## src/rtl/cs_seq_pkg.sv

```systemverilog
package cs_seq_pkg;
  localparam int MAX_CS = 32;
  localparam int ID_W   = $clog2(MAX_CS);
  localparam int AW     = 3;
  localparam int DW     = 32;
  localparam int HI_LSB = 16;

  localparam logic [AW-1:0] A_ID   = 3'd0;
  localparam logic [AW-1:0] A_DEF  = 3'd1;
  localparam logic [AW-1:0] A_MODE = 3'd2;
  localparam logic [AW-1:0] A_DLY0 = 3'd3;
  localparam logic [AW-1:0] A_DLY1 = 3'd4;

  localparam logic [1:0] M_AUTO = 2'd0;
  localparam logic [1:0] M_HOLD = 2'd2;
  localparam logic [1:0] M_OFF  = 2'd3;

  typedef enum logic [2:0] {
    ST_IDLE, ST_SETUP, ST_ACTIVE, ST_TAIL, ST_REST, ST_HELD, ST_GAP
  } cs_state_e;
endpackage

```

## src/rtl/cs_seq_regs.sv

```systemverilog
module cs_seq_regs
  import cs_seq_pkg::*;
#(
  parameter int NUM_CS = 4,
  parameter int DLY_W  = 8
) (
  input  logic              clk_i,
  input  logic              rst_ni,
  input  logic              we_i,
  input  logic [AW-1:0]     waddr_i,
  input  logic [DW-1:0]     wdata_i,
  input  logic [AW-1:0]     raddr_i,
  output logic [DW-1:0]     rdata_o,
  output logic [ID_W-1:0]   id_o,
  output logic [NUM_CS-1:0] def_o,
  output logic [1:0]        mode_o,
  output logic [DLY_W-1:0]  lead_o,
  output logic [DLY_W-1:0]  lag_o,
  output logic [DLY_W-1:0]  rest_o,
  output logic [DLY_W-1:0]  gap_o
);
  always_ff @(posedge clk_i or negedge rst_ni) begin
    if (!rst_ni) begin
      id_o   <= '0;
      def_o  <= '1;
      mode_o <= M_AUTO;
      lead_o <= DLY_W'(1);
      lag_o  <= DLY_W'(1);
      rest_o <= DLY_W'(1);
      gap_o  <= '0;
    end else if (we_i) begin
      case (waddr_i)
        A_ID:   id_o   <= wdata_i[ID_W-1:0];
        A_DEF:  def_o  <= wdata_i[NUM_CS-1:0];
        A_MODE: mode_o <= wdata_i[1:0];
        A_DLY0: begin
          lead_o <= wdata_i[DLY_W-1:0];
          lag_o  <= wdata_i[HI_LSB +: DLY_W];
        end
        A_DLY1: begin
          rest_o <= wdata_i[DLY_W-1:0];
          gap_o  <= wdata_i[HI_LSB +: DLY_W];
        end
        default: ;
      endcase
    end
  end

  always_comb begin
    rdata_o = '0;
    case (raddr_i)
      A_ID:   rdata_o[ID_W-1:0]   = id_o;
      A_DEF:  rdata_o[NUM_CS-1:0] = def_o;
      A_MODE: rdata_o[1:0]        = mode_o;
      A_DLY0: begin
        rdata_o[DLY_W-1:0]         = lead_o;
        rdata_o[HI_LSB +: DLY_W]   = lag_o;
      end
      A_DLY1: begin
        rdata_o[DLY_W-1:0]         = rest_o;
        rdata_o[HI_LSB +: DLY_W]   = gap_o;
      end
      default: ;
    endcase
  end
endmodule

```

## src/rtl/cs_seq_timer.sv

```systemverilog
module cs_seq_timer #(
  parameter int W = 8
) (
  input  logic         clk_i,
  input  logic         rst_ni,
  input  logic         load_i,
  input  logic [W-1:0] val_i,
  input  logic         tick_i,
  output logic         done_o
);
  logic [W-1:0] cnt_q;

  always_ff @(posedge clk_i or negedge rst_ni) begin
    if (!rst_ni)                   cnt_q <= '0;
    else if (load_i)               cnt_q <= val_i;
    else if (tick_i && cnt_q != '0) cnt_q <= cnt_q - W'(1);
  end

  // last tick ends the wait in the same cycle; zero load waits one cycle
  assign done_o = (cnt_q == '0) || (cnt_q == W'(1) && tick_i);
endmodule

```

## src/rtl/cs_seq_ctrl.sv

```systemverilog
module cs_seq_ctrl
  import cs_seq_pkg::*;
#(
  parameter int DLY_W = 8
) (
  input  logic             clk_i,
  input  logic             rst_ni,
  input  logic [ID_W-1:0]  reg_id_i,
  input  logic [1:0]       reg_mode_i,
  input  logic [DLY_W-1:0] lead_i,
  input  logic [DLY_W-1:0] lag_i,
  input  logic [DLY_W-1:0] rest_i,
  input  logic [DLY_W-1:0] gap_i,
  input  logic             tick_i,
  input  logic             req_i,
  input  logic             done_i,
  output logic             gnt_o,
  output logic             asrt_o,
  output logic [ID_W-1:0]  act_id_o,
  output logic [1:0]       act_mode_o
);
  cs_state_e        st_q, st_d;
  logic             load;
  logic [DLY_W-1:0] load_val;
  logic             t_done;
  logic             keep_held;

  cs_seq_timer #(.W(DLY_W)) u_timer (
    .clk_i  (clk_i),
    .rst_ni (rst_ni),
    .load_i (load),
    .val_i  (load_val),
    .tick_i (tick_i),
    .done_o (t_done)
  );

  assign keep_held = (reg_mode_i == M_HOLD) && (reg_id_i == act_id_o);

  always_comb begin
    st_d     = st_q;
    load     = 1'b0;
    load_val = '0;
    unique case (st_q)
      ST_IDLE:
        if (req_i) begin
          if (reg_mode_i == M_OFF) st_d = ST_ACTIVE;
          else begin
            st_d = ST_SETUP; load = 1'b1; load_val = lead_i;
          end
        end
      ST_SETUP:
        if (t_done) st_d = ST_ACTIVE;
      ST_ACTIVE:
        if (done_i) begin
          if (act_mode_o == M_OFF) st_d = ST_IDLE;
          else begin
            st_d = ST_TAIL; load = 1'b1; load_val = lag_i;
          end
        end
      ST_TAIL:
        if (t_done) begin
          if (act_mode_o == M_HOLD && keep_held) st_d = ST_HELD;
          else begin
            st_d = ST_REST; load = 1'b1; load_val = rest_i;
          end
        end
      ST_REST:
        if (t_done) st_d = ST_IDLE;
      ST_HELD:
        if (!keep_held) begin
          st_d = ST_REST; load = 1'b1; load_val = rest_i;
        end else if (req_i) begin
          st_d = ST_GAP; load = 1'b1; load_val = gap_i;
        end
      ST_GAP:
        if (t_done) st_d = ST_ACTIVE;
      default: st_d = ST_IDLE;
    endcase
  end

  always_ff @(posedge clk_i or negedge rst_ni) begin
    if (!rst_ni) begin
      st_q       <= ST_IDLE;
      act_id_o   <= '0;
      act_mode_o <= M_AUTO;
    end else begin
      st_q <= st_d;
      // configuration is sampled only between frames
      if (st_q == ST_IDLE) begin
        act_id_o   <= reg_id_i;
        act_mode_o <= reg_mode_i;
      end
    end
  end

  assign gnt_o  = (st_q == ST_ACTIVE);
  assign asrt_o = (act_mode_o != M_OFF) &&
                  (st_q inside {ST_SETUP, ST_ACTIVE, ST_TAIL, ST_HELD, ST_GAP});
endmodule

```

## src/rtl/cs_seq_drive.sv

```systemverilog
module cs_seq_drive
  import cs_seq_pkg::*;
#(
  parameter int NUM_CS = 4
) (
  input  logic [NUM_CS-1:0] def_i,
  input  logic              asrt_i,
  input  logic [ID_W-1:0]   id_i,
  output logic [NUM_CS-1:0] cs_o
);
  for (genvar i = 0; i < NUM_CS; i++) begin : g_line
    assign cs_o[i] = def_i[i] ^ (asrt_i && (id_i == ID_W'(i)));
  end
endmodule

```

## src/rtl/cs_seq.sv

```systemverilog
module cs_seq
  import cs_seq_pkg::*;
#(
  parameter int NUM_CS = 4,
  parameter int DLY_W  = 8
) (
  input  logic              clk_i,
  input  logic              rst_ni,
  input  logic              reg_we_i,
  input  logic [AW-1:0]     reg_waddr_i,
  input  logic [DW-1:0]     reg_wdata_i,
  input  logic [AW-1:0]     reg_raddr_i,
  output logic [DW-1:0]     reg_rdata_o,
  input  logic              sck_tick_i,
  input  logic              frame_req_i,
  output logic              frame_gnt_o,
  input  logic              frame_done_i,
  output logic [NUM_CS-1:0] cs_o
);
  logic [ID_W-1:0]   reg_id, act_id;
  logic [NUM_CS-1:0] def_q;
  logic [1:0]        reg_mode, act_mode;
  logic [DLY_W-1:0]  lead, lag, rest, gap;
  logic              asrt;

  cs_seq_regs #(.NUM_CS(NUM_CS), .DLY_W(DLY_W)) u_regs (
    .clk_i   (clk_i),
    .rst_ni  (rst_ni),
    .we_i    (reg_we_i),
    .waddr_i (reg_waddr_i),
    .wdata_i (reg_wdata_i),
    .raddr_i (reg_raddr_i),
    .rdata_o (reg_rdata_o),
    .id_o    (reg_id),
    .def_o   (def_q),
    .mode_o  (reg_mode),
    .lead_o  (lead),
    .lag_o   (lag),
    .rest_o  (rest),
    .gap_o   (gap)
  );

  cs_seq_ctrl #(.DLY_W(DLY_W)) u_ctrl (
    .clk_i      (clk_i),
    .rst_ni     (rst_ni),
    .reg_id_i   (reg_id),
    .reg_mode_i (reg_mode),
    .lead_i     (lead),
    .lag_i      (lag),
    .rest_i     (rest),
    .gap_i      (gap),
    .tick_i     (sck_tick_i),
    .req_i      (frame_req_i),
    .done_i     (frame_done_i),
    .gnt_o      (frame_gnt_o),
    .asrt_o     (asrt),
    .act_id_o   (act_id),
    .act_mode_o (act_mode)
  );

  cs_seq_drive #(.NUM_CS(NUM_CS)) u_drive (
    .def_i  (def_q),
    .asrt_i (asrt),
    .id_i   (act_id),
    .cs_o   (cs_o)
  );
endmodule

```

## config.mk

```make
export PLATFORM = sky130hd
export DESIGN_NAME = cs_seq
export DESIGN_NICKNAME = d
export VERILOG_FILES = /design/src/rtl/cs_seq_pkg.sv /design/src/rtl/cs_seq_regs.sv /design/src/rtl/cs_seq_timer.sv /design/src/rtl/cs_seq_ctrl.sv /design/src/rtl/cs_seq_drive.sv /design/src/rtl/cs_seq.sv
export SDC_FILE = /design/constraint.sdc
export NUM_CORES = 1
export LEC_CHECK = 0
export BUFFER_PORTS_ARGS = -buffer_cell sky130_fd_sc_hd__buf_2
export CORE_MARGIN = 2
export CORE_UTILIZATION = 58
export DETAILED_ROUTE_END_ITERATION = 6
export PLACE_DENSITY = 0.87
export SYNTH_ARGS = -nofsm -noshare
export SYNTH_HDL_FRONTEND = slang
export SYNTH_SLANG_ARGS = --single-unit
```

## constraint.sdc

```tcl
create_clock -name clk_i -period 6.2 [get_ports clk_i]
set_input_delay 0.62 -clock clk_i [delete_from_list [all_inputs] [get_ports clk_i]]
set_output_delay 0.62 -clock clk_i [all_outputs]
set_load 0.1 [all_outputs]
```

==> reports/metrics.yaml, run 1 <==
status:
  outcome: "completed"
power_and_ir_drop:
  p_leak_nw: 1.720
  peakVddDrop_mv: 0.3438
  power.total_mw: 1.789
  power_density_mw_per_mm2: 459.4
synthesis:
  yosysWarnings: 0
  synthAdderAreaFrac_pct: 1.090
  synth_cells: 304
  synthMuxAreaShare_pct: 18.78
  netlist_area_sq_mm: 0.003445
  synth_enable_flop_cells: 0
  synth_compound_area_share_pct: 15.26
  synth_cell_types: 52
  async_flop_share_pct: 100.0
  synth_top_family_by_area: "multiplexers"
  synth_xor_area_share_pct: 4.250
  syn_area_per_cell_sq_um: 11.33
  synthSimpleGateAreaFrac_pct: 10.10
  ys_ff_latch: 61
  ys_seq_area_share_pct: 44.57
  ys.flop_type: "dfrtp_1"
routing:
  ant_nets: 0
  dr.pass1.iters: 4
  drt_iter0_drc: 174
  num_vias: 2594
  wl_per_cell_um: 17.89
  wirelength_um: 7730
  via_per_inst: 6.005
  drc: 0
finish:
  regArea_sq_mm: 0.001535
  multi_input_area_sq_mm: 0.001769
  fill_cells: 467
  stdcell_count: 432
  area_delta_synth_final_pct: 13.08
  final_cell_mix: "dfrtp_1 (54), mux2_2 (51), buf_2 (48)"
  final_core_util_pct: 66.98
  antenna-diode-count: 0
  drive_above_1_share_pct: 36.97
  mostFrequentLayoutCell: "dfrtp_1"
  nets: 399
timing:
  worst_slew_pin_slew_ps: 1066
  finalCritPeriodShare_pct: 52.11
  fin_crit_ps: 3231
  rsz0062_at_grt: "no"
  fin_skew_ps: 8.338
  max_freq_mhz: 309.5
  slew_headroom_pct: 28.78
  tns_ps: 0
  maxSlewViolCount: 0
  setup_viol: 0
  fin_hold_ws_ps: 430.0
  hold_viol: 0
global_route:
  top_usage_layer: "met2"
  met2_usage_pct: 42.15
  grt_pass1_vias: 2505
  grt_pass1_wl_um: 12380
  grt_overflow: 0
  grt_use_met1_pct: 32.89
  track_usage_pct: 25.42
  grtUsageMet3_pct: 6.556
  antenna_found_initial: 0
  grt_max_degree: 62
floorplan:
  fp.dieW_um: 81.07
  die_h_um: 81.07
  core_area_sq_mm: 0.005816
  io_pins: 81
  dieArea_sq_mm: 0.006572
  rows: 28
  initial_core_util_pct: 59.23
worst_setup_path:
  cpPeakStageDelay_ps: 860
  critPathMaxFanout: 12
  cp-start-kind: "primary input"
  path_cells: "buf_2 > and2_1 > nor2b_1 > a22o_1 > buf_2"
  critical_path_class: "in2out"
  cpMaxStageDelayCell: "nor2b_1"
  required_ps: 5580
  arrival_ps: 2610
  crit_path_end_kind: "primary output"
  cp_common_cell: "buf_2"
cts:
  numCtsBuffers: 9
  clk_pin_slew_ps: 60
  cts.hold.buffers_added: 0
  cts.sinks: 61
  cts_tree: "built"
  cts_resized: 0
  root_buffer: "clkbuf_8"
  clock_latency_ps: 340
  ctsLongestPathBuffers: 2
  cts_setup_buffers: 0
  htree_levels: 3
run:
  maxCapViolations: 0
placement:
  place_congestion: 0.8401
  port_buffers: 48
  dp_cells: 416
  place_hpwl_um: 5484
min_path:
  hp-class: "in2async"
==> through the flow <==
stage                     cell area [sq um]  setup slack [ps]
after floorplan                        3501              2334
after global placement                 3684              3109
after detailed placement               3684              3073
after CTS                              3895              3028
after global routing                   3895              2947
final                                  3895              2969
==> worst paths after layout <==
kind | start | endpoint | slack, ps | depth (start not counted)
setup / recovery | reg_raddr_i[0] | reg_rdata_o[18] | 2970 | 5
min in group clk_i | reg_wdata_i[23] | u_regs.gap_o[7]$_DFFE_PN0P_ | 520 | 2
hold reg to reg | u_ctrl.act_mode_o[0]$_DFFE_PN0P_ | u_ctrl.act_mode_o[0]$_DFFE_PN0P_ | 530 | 1
hold / removal | rst_ni | u_regs.gap_o[0]$_DFFE_PN0P_ | 430 | 2
max in group asynchronous | rst_ni | u_regs.id_o[2]$_DFFE_PN0P_ | 5270 | 2
setup reg to reg | u_ctrl.st_q[0]$_DFFE_PN0P_ | u_ctrl.u_timer.cnt_q[5]$_DFFE_PN0P_ | 3820 | 5
==> cell families after synthesis <==
| kind of cell | after synthesis |
|---|---|
| AOI/OAI and AO/OA | 69 |
| xor gates and xnor gates | 15 |
| buffers and inverters | 35 |
| muxes | 57 |
| and+or+nand+nor | 63 |
| DFF | 61 |
| other | 1 |
| adders and majority gates | 3 |
==> area by class of cell <==
cell class | instances | share of cell area [%]
clock buffers | 13 | 4.337
clock inverters | 3 | 1.092
inverters | 6 | 0.5782
multi-input cells | 223 | 45.42
flip-flops and latches | 61 | 39.42
well taps | 75 | 2.409
repair buffers | 51 | 6.746
==> registers in the layout, summed over array words and instances, names as in the netlist, 3 cells and up <==
name	count
u_ctrl.u_timer.cnt_q	8
u_regs.gap_o	8
u_regs.lag_o	8
u_regs.lead_o	8
u_regs.rest_o	8
u_ctrl.act_id_o	5
u_regs.id_o	5
u_regs.def_o	4
u_ctrl.st_q	3
==> critical path: cells and delay by family <==
kind | cells | cell delay, ps
AOI/OAI and AO/OA | 1 | 280
buffers and inverters | 2 | 610
and+or+nand+nor | 2 | 1090
==> cell usage after synthesis, drive strengths merged (3+ instances only) <==
library cell	instances	area [sq um]
nor3	10	55.05
o21ai	4	20.02
clkbuf	10	37.54
o221ai	3	26.28
dfrtp	54	1351
nor2	9	33.78
nor2b	4	25.02
mux2i	5	50.05
nand2	11	41.29
o22ai	3	18.77
xnor2	11	111.4
and3	4	25.02
nand3b	5	37.54
a21boi	4	30.03
inv	6	22.52
xor2	4	35.03
nand3	7	35.03
ha	3	37.54
mux2	51	574.3
a22oi	5	37.54
dfstp	7	183.9
buf	19	141.4
a22o	16	140.1
a222oi	4	40.04
a21oi	11	55.05
a31oi	3	18.77
o21a	3	22.52
==> layer usage <==
| metal | routed length, um | share of wire (%) | vias to the layer above |
|---|---|---|---|
| met2 | 3867 | 50 | 94 |
| met4 | 108 | 1.4 | 0 |
| met3 | 489 | 6.3 | 14 |
| met1 | 3265 | 42 | 1291 |
| met5 | 0 | 0 | - |
| li1 | - | - | 1195 |
==> where the power goes <==
group	switching, mW	internal (mW)	total (mW)
combinational	0.478	0.278	0.756
sequential	0.138	0.525	0.664
clock	0.151	0.218	0.369
Note: power is estimated with default switching activity, not from simulation.
==> run 2, diff against run 1 <==
Settings changed: CORE_UTILIZATION 58 to 54, PLACE_DENSITY 0.87 to 0.82.
Clock period 6.2 ns to 3.34 ns, I/O delays scaled along.
==> reports/metrics.yaml, run 2 (synthesized netlist as in run 1, its figures left out) <==
status:
  outcome: "completed"
routing:
  wirelength_um: 7836  # +1.4%
  drt_iter0_drc: 194  # +11%
  drc: 0  # unchanged
  num_vias: 2649  # +2.1%
  dr.pass1.iters: 6  # +2
  via_per_inst: 6.076  # +1.2%
  wl_per_cell_um: 17.97  # +0.44%
  ant_nets: 0  # unchanged
cts:
  cts_setup_buffers: 0  # unchanged
  cts.sinks: 61  # unchanged
  root_buffer: "clkbuf_8"
  cts_tree: "built"
  clock_latency_ps: 340  # about the same
  clk_pin_slew_ps: 70  # about the same
  ctsLongestPathBuffers: 2  # unchanged
  cts_resized: 0  # unchanged
  htree_levels: 3  # unchanged
  cts.hold.buffers_added: 0  # unchanged
  numCtsBuffers: 9  # unchanged
timing:
  fin_skew_ps: 6.962  # -1.376 ps
  slew_headroom_pct: 38.30  # +9.5 points
  tns_ps: 0  # unchanged
  hold_viol: 0  # unchanged
  rsz0062_at_grt: "no"
  worst_slew_pin_slew_ps: 923.4  # -142.7 ps
  setup_viol: 0  # unchanged
  max_freq_mhz: 375.4
  fin_crit_ps: 2664
  maxSlewViolCount: 0  # unchanged
  finalCritPeriodShare_pct: 79.76
finish:
  finalInstanceArea_sq_mm: 0.003908  # +0.32%
  regArea_sq_mm: 0.001535  # unchanged
  final_cell_mix: "dfrtp_1 (54), mux2_2 (51), buf_2 (48)"
  drive_above_1_share_pct: 37.60  # +0.63 points
  mostFrequentLayoutCell: "dfrtp_1"
  nets: 402  # +0.75%
  multi_input_area_sq_mm: 0.001769  # unchanged
  area_delta_synth_final_pct: 13.44
  fill_cells: 506  # +8.4%
  antenna-diode-count: 0  # unchanged
global_route:
  grtUsageMet3_pct: 5.737  # -0.82 points
  track_usage_pct: 23.21  # -2.2 points
  grt_use_met1_pct: 29.32  # -3.6 points
  grt_max_degree: 34  # -45%
  grt_overflow: 0  # unchanged
  antenna_found_initial: 0  # unchanged
  grt_pass1_wl_um: 12810  # +3.5%
  grt_pass1_vias: 2675  # +6.8%
  met2_usage_pct: 38.40  # -3.7 points
  top_usage_layer: "met2"
worst_setup_path:
  crit_path_end_kind: "primary output"
  regToRegSetupSlack_ps: 980  # -2840 ps
  reg2reg_depth: 6  # +1
  arrival_ps: 2330  # -280 ps
  cp-start-kind: "flip-flop"
  required_ps: 3010  # -2570 ps
  worstReg2RegStart: "u_ctrl.u_timer.cnt_q[4]$_DFFE_PN0P_"
  critical_path_class: "reg2out"
  r2r-end: "u_ctrl.u_timer.cnt_q[0]$_DFFE_PN0P_"
  critPathMaxFanout: 14  # +2
min_path:
  hp-class: "in2async"
power_and_ir_drop:
  p_leak_nw: 1.731  # +0.65%
  switchingPower_mw: 1.432  # +87%
  swShare_pct: 43.25  # +0.35 points
  power_density_mw_per_mm2: 847.4  # +84%
  p_comb_share_pct: 42.9  # +0.6 points
  peakVddDrop_mv: 0.5025  # +46%
  p_seq_share_pct: 37.1  # about the same
  p_int_mw: 1.879  # +84%
  clockPowerShare_pct: 20.0  # -0.6 points
  power.total_mw: 3.311  # +85%
placement:
  place_congestion: 0.8292  # -1.3%
  port_buffers: 48  # unchanged
  place_area_sq_mm: 0.003709  # +0.68%
  place_hpwl_um: 5587  # +1.9%
floorplan:
  io_pins: 81  # unchanged
  initial_core_util_pct: 55.19  # -4.0 points
  fp.dieW_um: 83.87  # +3.5%
  core_area_sq_mm: 0.006241  # +7.3%
  die_h_um: 83.87  # +3.5%
  rows: 29  # +3.6%
  dieArea_sq_mm: 0.007033  # +7.0%
run:
  maxCapViolations: 0  # unchanged
-- run 2: changes by cell type in the layout (fill, tap and decap cells not counted) --
cell,delta
clkinv_2,+1
clkbuf_8,-1
buf_4,+3
clkbuf_1,-1
-- run 2: metrics by stage --
stage	setup slack [ps]	utilization (%)	hold WS [ps]	std cells
6_report	676.1	62.61	8.629	436
3_5_place_dp	1028	59.42	387.4	421
5_1_grt	471.8	62.61	47.44	436
3_3_place_gp	1088	59.42	379.2	421
4_1_cts	644.4	62.61	14.50	436
2_1_floorplan	45.53	-	38.41	319
-- run 2: worst max path at each step --
stage	cells after the start	endpoint	slack [ps]	startpoint
detailed placement	5	cs_o[0]	1030	u_ctrl.st_q[0]$_DFFE_PN0P_
finish	5	cs_o[0]	680	u_ctrl.st_q[0]$_DFFE_PN0P_
global route	5	cs_o[0]	470	u_ctrl.st_q[0]$_DFFE_PN0P_
CTS	5	cs_o[0]	640	u_ctrl.st_q[0]$_DFFE_PN0P_
global placement	5	cs_o[0]	1090	u_ctrl.st_q[0]$_DFFE_PN0P_
floorplan	4	reg_rdata_o[1]	50	reg_raddr_i[0]
-- run 2: cell type report --
type / count / area share [%]
Clock buffer: 11 / 3.874
Clock inverter: 4 / 1.217
Inverter: 6 / 0.5764
Multi-Input combinational cell: 223 / 45.28
Sequential cell: 61 / 39.29
Tap cell: 77 / 2.466
Timing Repair Buffer: 54 / 7.301
-- run 2: critical path: stages (launching register included) --
cell,delay (ps)
dfrtp_1,590
o211ai_1,150
a31oi_1,340
nor3b_1,270
xor2_1,180
buf_2,450
-- run 2: power groups by stage --
stage | Combinational [mW] | Sequential (mW) | Clock, mW
floorplan | 1.24 | 1.14 | 0
global placement | 1.36 | 1.22 | 0
detailed placement | 1.40 | 1.24 | 0
CTS | 1.42 | 1.23 | 0.674
global route | 1.52 | 1.27 | 0.706
finish | 1.42 | 1.23 | 0.662
-- run 2: metal layers --
layer | wire length (um) | share of wire (%) | vias up
li1 | - | - | 1197
met4 | 172 | 2.2 | 0
met3 | 510 | 6.5 | 17
met1 | 3277 | 42 | 1311
met2 | 3876 | 49 | 124
met5 | 0 | 0 | -
